**src/rtl/ind_reg_bridge_pkg.sv**
```systemverilog
package ind_reg_bridge_pkg;
    localparam int WORD_W = 64;
    localparam int BYTE_W = 8;
    localparam int SEL_W  = 3;

    localparam int BIT_VALID = 63;
    localparam int BIT_EXT1  = 59;
    localparam int BIT_EXT0  = 58;
    localparam int BIT_READ  = 56;
    localparam int CODE_LO   = 32;
    localparam int CODE_W    = 3;

    typedef enum logic [SEL_W-1:0] {
        TGT_NONE   = 3'd0,
        TGT_DATA   = 3'd1,
        TGT_CTRL   = 3'd2,
        TGT_CLKCTL = 3'd3,
        TGT_STAT   = 3'd4,
        TGT_RESET  = 3'd5,
        TGT_THP    = 3'd6
    } target_e;
endpackage

```
**src/rtl/ibr_decode.sv**
```systemverilog
module ibr_decode
    import ind_reg_bridge_pkg::*;
(
    input  logic [WORD_W-1:0] cmd,
    output target_e           target,
    output logic              is_write
);
    logic [CODE_W-1:0] code;
    logic              ext_hi;
    logic              ext_lo;

    always_comb begin
        code     = cmd[CODE_LO +: CODE_W];
        ext_hi   = cmd[BIT_EXT1];
        ext_lo   = cmd[BIT_EXT0];
        is_write = ~cmd[BIT_READ];
        target   = TGT_NONE;
        if (ext_hi && !ext_lo) begin
            target = TGT_THP;
        end else if (ext_hi && ext_lo) begin
            case (code)
                3'd1:    target = TGT_DATA;
                3'd2:    target = TGT_CTRL;
                3'd3:    target = is_write ? TGT_CLKCTL : TGT_STAT;
                3'd7:    target = TGT_RESET;
                default: target = TGT_NONE;
            endcase
        end
    end
endmodule

```
**src/rtl/ibr_timer.sv**
```systemverilog
module ibr_timer #(
    parameter int LATENCY = 4
) (
    input  logic clk,
    input  logic rst_n,
    input  logic start,
    output logic busy,
    output logic last
);
    localparam int CNT_W = (LATENCY > 1) ? $clog2(LATENCY) : 1;

    typedef struct packed {
        logic             busy;
        logic [CNT_W-1:0] cnt;
    } tmr_t;

    tmr_t st_d, st_q;

    always_comb begin
        st_d = st_q;
        last = st_q.busy && (st_q.cnt == '0);
        if (last) begin
            st_d.busy = 1'b0;
        end else if (st_q.busy) begin
            st_d.cnt = st_q.cnt - 1'b1;
        end else if (start) begin
            st_d.busy = 1'b1;
            st_d.cnt  = CNT_W'(LATENCY - 1);
        end
        busy = st_q.busy;
    end

    always_ff @(posedge clk) begin
        if (!rst_n) st_q <= '0;
        else        st_q <= st_d;
    end

    p_cnt_range_r2: assert property (@(posedge clk) disable iff (!rst_n)
        st_q.busy |-> (int'(st_q.cnt) <= LATENCY - 1));
    p_cnt_down_r2: assert property (@(posedge clk) disable iff (!rst_n)
        (st_q.busy && st_q.cnt != '0) |=> (st_q.busy && st_q.cnt == $past(st_q.cnt) - 1'b1));
endmodule

```
**src/rtl/ind_reg_bridge.sv**
```systemverilog
module ind_reg_bridge
    import ind_reg_bridge_pkg::*;
#(
    parameter int LATENCY = 4
) (
    input  logic              clk,
    input  logic              rst_n,
    input  logic              host_we,
    input  logic [63:0]       host_wdata,
    output logic [63:0]       host_rdata,
    output logic              acc_stb,
    output logic              acc_wr,
    output logic [2:0]        acc_sel,
    output logic [7:0]        acc_wdata,
    input  logic [7:0]        acc_rdata
);
    typedef struct packed {
        logic [WORD_W-1:0] word;
    } br_t;

    br_t     st_d, st_q;
    target_e tgt;
    logic    is_wr;
    logic    busy, last, start;

    ibr_decode u_dec (
        .cmd      (st_q.word),
        .target   (tgt),
        .is_write (is_wr)
    );

    ibr_timer #(.LATENCY(LATENCY)) u_tmr (
        .clk   (clk),
        .rst_n (rst_n),
        .start (start),
        .busy  (busy),
        .last  (last)
    );

    always_comb begin
        st_d  = st_q;
        start = 1'b0;
        if (busy) begin
            if (last) begin
                st_d.word[BIT_VALID] = 1'b0;
                if (!is_wr && tgt != TGT_NONE)
                    st_d.word[BYTE_W-1:0] = acc_rdata;
            end
        end else if (host_we) begin
            st_d.word = host_wdata;
            start     = host_wdata[BIT_VALID];
        end
    end

    always_ff @(posedge clk) begin
        if (!rst_n) st_q <= '0;
        else        st_q <= st_d;
    end

    assign host_rdata = st_q.word;
    assign acc_stb    = last && (tgt != TGT_NONE);
    assign acc_wr     = is_wr;
    assign acc_sel    = tgt;
    assign acc_wdata  = st_q.word[BYTE_W-1:0];

    p_stb_busy_r10: assert property (@(posedge clk) disable iff (!rst_n)
        acc_stb |-> host_rdata[63]);
    p_stb_then_clear_r10: assert property (@(posedge clk) disable iff (!rst_n)
        acc_stb |=> !host_rdata[63]);
    p_upper_stable_r3: assert property (@(posedge clk) disable iff (!rst_n)
        (host_rdata[63] && $past(host_rdata[63])) |-> $stable(host_rdata[62:8]));
    p_flag_timer_r2: assert property (@(posedge clk) disable iff (!rst_n)
        host_rdata[63] == busy);
    p_stb_mapped_r7: assert property (@(posedge clk) disable iff (!rst_n)
        acc_stb |-> (acc_sel != 3'd0 && acc_sel != 3'd7));
    p_dir_match_r4: assert property (@(posedge clk) disable iff (!rst_n)
        acc_stb |-> (acc_wr == !host_rdata[56]));
endmodule

```
**config.mk**
```make
export PLATFORM = sky130hd
export DESIGN_NAME = ind_reg_bridge
export DESIGN_NICKNAME = d
export VERILOG_FILES = /design/src/rtl/ind_reg_bridge_pkg.sv /design/src/rtl/ibr_decode.sv /design/src/rtl/ibr_timer.sv /design/src/rtl/ind_reg_bridge.sv
export SDC_FILE = /design/constraint.sdc
export NUM_CORES = 1
export LEC_CHECK = 0
export BUFFER_PORTS_ARGS = -buffer_cell sky130_fd_sc_hd__buf_2
export CAP_MARGIN = 20
export CORE_MARGIN = 4
export CORE_UTILIZATION = 35
export CTS_BUF_LIST = sky130_fd_sc_hd__clkbuf_16
export DETAILED_ROUTE_END_ITERATION = 7
export MAX_ROUTING_LAYER = met4
export PLACE_DENSITY = 0.73
export SLEW_MARGIN = 20
export SYNTH_ARGS = -nofsm -noshare
export SYNTH_HDL_FRONTEND = slang
export SYNTH_SLANG_ARGS = --single-unit
```
**constraint.sdc**
```tcl
create_clock -name clk -period 1.9 [get_ports clk]
set_input_delay 0.285 -clock clk [delete_from_list [all_inputs] [get_ports clk]]
set_output_delay 0.285 -clock clk [all_outputs]
set_load 0.02 [all_outputs]
```
* Yosys cells after proc, flatten, opt, wreduce, memory -nomap -nowiden
Cells that the tools add are included.
Storage, ports and cells: logic and storage cells 46, bits of input ports 75, output and inout port bits 77, bits in registers 67
Operators by class: reductions and logical operators 15, mux-type cells 15, eq/ne operators 6, bitwise gates (word level) 4, add/subtract/negate cells 1
Operators with widths (number):
- 64-bit two-way mux | 1
- 8-bit two-way mux | 3
- 3-bit two-way mux | 4
- 3-bit case mux with 4 select lines | 1
- 3-bit by 2-bit == test with 1-bit output (second input constant) | 2
- 2-bit AND reduction | 3
- 1-bit logical AND | 5
- 1-bit two-way mux | 5
- 2-bit inequality test (second input constant) | 2
- 1-bit NOT | 4
- 2-bit nonzero test | 2
- 3-bit by 1-bit == test with 1-bit output (second input constant) | 1
- 3-bit == test (second input constant) | 1
- 3-bit AND reduction | 1
- 3-bit nonzero test | 1
- 2-bit zero test | 1
- 2-bit two-way mux | 1
- 2-bit OR reduction | 1
- 2-bit by 1-bit subtractor with 2-bit output (second input constant) | 1
- 1-bit zero test | 1

* Longest topological paths before layout
word-level depth 9, mapped depth 6, gate-level depth less buffers 6

* By module
A second synthesis with hierarchy kept.
Unflattened totals: cell total of the unflattened synthesis 327, area total of the unflattened synthesis 2866.5 µm²
By module, submodules not included:
- ind_reg_bridge | area an instance 2666.3 µm², cells each 304, seq. area each 1281.2 µm², instances 1
- ibr_timer | area an instance 138.9 µm², cells each 14, seq. area each 60.1 µm², instances 1
- ibr_decode | area an instance 61.3 µm², cells each 9, seq. area each 0.0 µm², instances 1

* Worst setup path before layout
Ideal clock, no wire load.
kind register to register, start reg st_q (netlist bit host_rdata[34]), end reg st_q (netlist bit host_rdata[0]), buffers on the path 0, setup time 0.072 ns, arrival time 1.477 ns, stages on the path, launching flop included 5, path slack 0.351 ns, clock period less this slack 1.549 ns, cell sequence dfxtp_1 nor2b_1 o311a_4 a21oi_4 mux2i_1
On the way: word-level cells in the longest chain between the ends 8, elaborated cells between the ends (all ways) 11
RTL lines:
- from (decl) | RTL line ind_reg_bridge.sv:21 | br_t st_d, st_q;
- from (signal assigned) | RTL line ind_reg_bridge.sv:57 | else st_q <= st_d;
- 3-bit == test (tied with other cells) | RTL line ibr_decode.sv:21 | case (code)
- 3-bit case mux with 4 select lines * | RTL line ibr_decode.sv:21
- 3-bit two-way mux * | RTL line ibr_decode.sv:20 | end else if (ext_hi && ext_lo) begin
- 3-bit two-way mux * | RTL line ibr_decode.sv:18 | if (ext_hi && !ext_lo) begin
- 3-bit nonzero test * | RTL line ind_reg_bridge.sv:46 | if (!is_wr && tgt != TGT_NONE)
- 1-bit logical AND * | RTL line ind_reg_bridge.sv:46
- 2-bit inequality test (no source line) *
- 3-bit AND reduction (no source line) *
Mark *: on every way between the ends. The rest lies on a longest branch, timed or not. A chain may end at the register's enable or synchronous reset.

* Worst setup path in the final report
start reg u_tmr.st_q (netlist bit u_tmr.busy), end out acc_stb
On the way: word-level cells in the longest chain between the ends 2
RTL lines:
- from (decl) | RTL line ibr_timer.sv:17 | tmr_t st_d, st_q;
- from (signal assigned) | RTL line ibr_timer.sv:35 | else st_q <= st_d;
- 1-bit logical AND | RTL line ibr_timer.sv:21 | last = st_q.busy && (st_q.cnt == '0);
- 1-bit logical AND | RTL line ind_reg_bridge.sv:61 | assign acc_stb = last && (tgt != TGT_NONE);
- to (decl) | RTL line ind_reg_bridge.sv:11 | output logic acc_stb,
No other way between the ends.

==> summary.md <==
| Metric | Value |
|---|---|
| Pleak | approximately 1.9 nW |
| Hold EP | host_rdata[51] |
| Detailed-route DRC error count | 0 |
| Clock sink count | 67 |
| R2R Path End | host_rdata[2] |
| Switch share | 0.254 |
| Max-cap violation count | 0 |
| N_diodes | 0 |
| Final Util | 0.509 |
| Skew-Pair Late Insertion Delay | 320 ps |
| Total I/O pin count | between 150 and 200 |
| Chip Width | 96.6 um |
| Setup tns final | 0 ps |
| Clk slew on worst S/H paths | roughly 60 ps |
| Setup Fix Bufs, Post-CTS | 0 |
| Crit Path Class | reg2out |
| Ys Warns | 0 |
| GRT overflow | 0 |
| Fillers | 750 |
| Final WS setup | 151 ps |
| Nature of the critical path endpoint | output pin |
| Initial antenna violation count | 0 |
| Fin. Hold Viols | 0 |
| Port bufs | between 150 and 200 |
| Nets | ~540 |
| RSZ-0062 raised after global routing | no |
| Reg2Reg Depth | 6 |
| Max-slew violations | 0 |
| Site row count | 32 |
| Clock power share | 0.451 |
| Share of layout cells above drive strength 1 | 0.376 |
| Post-CTS Hold Fix Bufs | 0 |
| Synthesized area | roughly 2700 um^2 |
| DR pass1 iterations | 4 |
| DRT Wirelength | around 7200 um |
| Die area | between 9000 and 10000 um^2 |
| Final setup viols | 0 |
| Hpwl dp | ~5400 um |
| Share of the synthesized area in the top cell type | 0.489 |
| Layout area overhead | 42.6% |
| Sequential share of power | 0.402 |
| First-pass GRT wire length | around 11000 um |
| GPL Wtd Cong | 0.745 |
| Internal | ~0.0029 W |
| Worst reg2reg startpoint | u_tmr.st_q[0] |
| TritonCTS clock tree | yes |
| Max clock buf depth | 2 |
| Cells after synthesis | between 300 and 400 |
| Setup WS pre-CTS | between 300 and 400 ps |
| CP Data Required Time | 1620 ps |
| Startpoint types | flip-flop |
| Synthesized area per cell | roughly 8.4 um^2 |
| Status | finished, final reports clean |
| Core box area | approximately 7700 um^2 |
| Fmax | ~570 MHz |
| Max FO, Critical Path | 9 |
| Routed len/inst | between 10 and 15 um |
| Area leader, netlist | dfxtp_1 |
| WHS Path Cells | 3 |
| Cts repair resizes | 0 |
| DR vias | 2597 |
| Die H | 96.6 um |
| Clk Tree Root Cell | clkbuf_16 |
| #FFs+latches synth | 67 |
| Final ANT Viol Nets | 0 |
| Clock skew | 3.85 ps |
| Flop2flop setup slack | around 320 ps |
| Hold Crit Class | in2reg |
| DRT iter0 DRCs | 73 |
| Top cells by area, synth | dfxtp_1 49%, nand2_1 18%, a21boi_1 14% |
| Psw | 0.000979 W |
| Post-Syn Nets | roughly 400 |
| Final period utilization | 0.921 |
| Worst slew pin tran | 372 ps |
| Initial core utilization | 0.357 |
| CTS H-Tree Depth | 3 |
| Max-slew headroom | 0.751 |
| Routed vias/inst | about 4.5 |
| Total Routing Usage GR | 0.160 |
| Min-Delay Startpoint | host_wdata[51] |
| Sequential-to-total area share from yosys stat | 0.489 |
| Peak supply drop | between 0.0005 and 0.0006 V |
| Comb pwr share | 0.147 |
| Synth unique cells | 25 |
| CTS Buf Count | 9 |
| Vias in the first global route | around 2.4k |
| Largest net degree at the start of global routing | between 70 and 80 |
| Hold_ws | between 150 and 200 ps |
| Post-layout minimum cycle time | between 1500 and 2000 ps |
| CP arrival | around 1500 ps |
| PD cells | around 1000 nW/um^2 |
[flip-flops by register name, indices dropped and copies added, names as in the netlist]
signal      cells
u_tmr.st_q      2
u_tmr.busy      1
host_rdata     64
[final cells by class]
cell class / instances / area, um^2 / share of cell area
inverters: 5 / 18.8 / 0.00479
clock buffers: 9 / 225 / 0.0575
flip-flops and latches: 67 / 1340 / 0.343
multi-input cells: 226 / 1250 / 0.318
clock inverters: 7 / 92.6 / 0.0236
well taps: 102 / 128 / 0.0326
repair buffers: 157 / 863 / 0.221
[metrics by stage]
step | instance area, um^2 | power [W] | std cells
final | 3920 | 0.00385 | 573
after global routing | 3920 | 0.00406 | 573
after CTS | 3920 | 0.00393 | 573
after detailed placement | 3600 | 0.00216 | 557
after global placement | 3600 | 0.00214 | 557
after floorplan | 2750 | 0.00192 | 328
[worst max path at each step]
stage               depth (start not counted)           start  slack, ps            end
detailed placement                          6   u_tmr.st_q[0]        320  host_rdata[2]
CTS                                         3      u_tmr.busy        150        acc_stb
global placement                            6   u_tmr.st_q[0]        390  host_rdata[1]
global route                                3      u_tmr.busy         60        acc_stb
finish                                      3      u_tmr.busy        150        acc_stb
floorplan                                   4  host_rdata[34]        350  host_rdata[0]
[layer usage]
layer,GRT usage,wire length (um)
met1,0.179,2940
met2,0.261,3510
met3,0.0697,678
met4,0.0432,102
met5,-,0
[logic make-up (layout without fill, tap and decap cells)]
kind of cell               count (synthesis)  in the layout  share of synthesized area
and+or+nand+nor                          140            140                      0.199
xor gates and xnor gates                   1              1                    0.00319
DFF                                       67             67                      0.489
AOI/OAI and AO/OA                         76             76                      0.214
buffers and inverters                     35            178                     0.0611
muxes                                      8              8                     0.0292
adders and majority gates                  1              1                    0.00456
[cells in the final DEF, fill, tap and decap left out, types with 4 or more instances in the layout]
master       n
a22o_1       7
buf_12       5
a21boi_1    50
clkbuf_16    9
inv_1        4
nor2b_1      4
buf_2      151
nand2_1    131
dfxtp_1     67
mux2i_1      8
a21boi_0     9
[synthesized netlist by cell type (all sizes together)]
cell type and count:
and3 1, nor2 1, clkbuf 12, a22o 7
inv 5, o311a 1, nand3b 1, nor2b 5
o2111ai 1, dfxtp 67, a21oi 4, xnor2 1
mux2i 8, buf 18, o21ai 3, o211ai 1
nand2 131, a21boi 59, ha 1, nand2b 1
[power by group through the flow]
stage                     Clock [W]  Combinational, W  Sequential, W
after floorplan                   0          0.000246        0.00167
after global placement            0          0.000567        0.00158
after detailed placement          0          0.000576        0.00158
after CTS                   0.00180          0.000577        0.00155
after global routing        0.00187          0.000627        0.00156
final                       0.00174          0.000566        0.00155
[critical path, cell delays in order, from the launching register on]
cell and delay, ps:
dfxtp_1 540, and3_1 230, o311a_4 200, buf_2 170
Note: power is estimated with default switching activity, not from simulation.
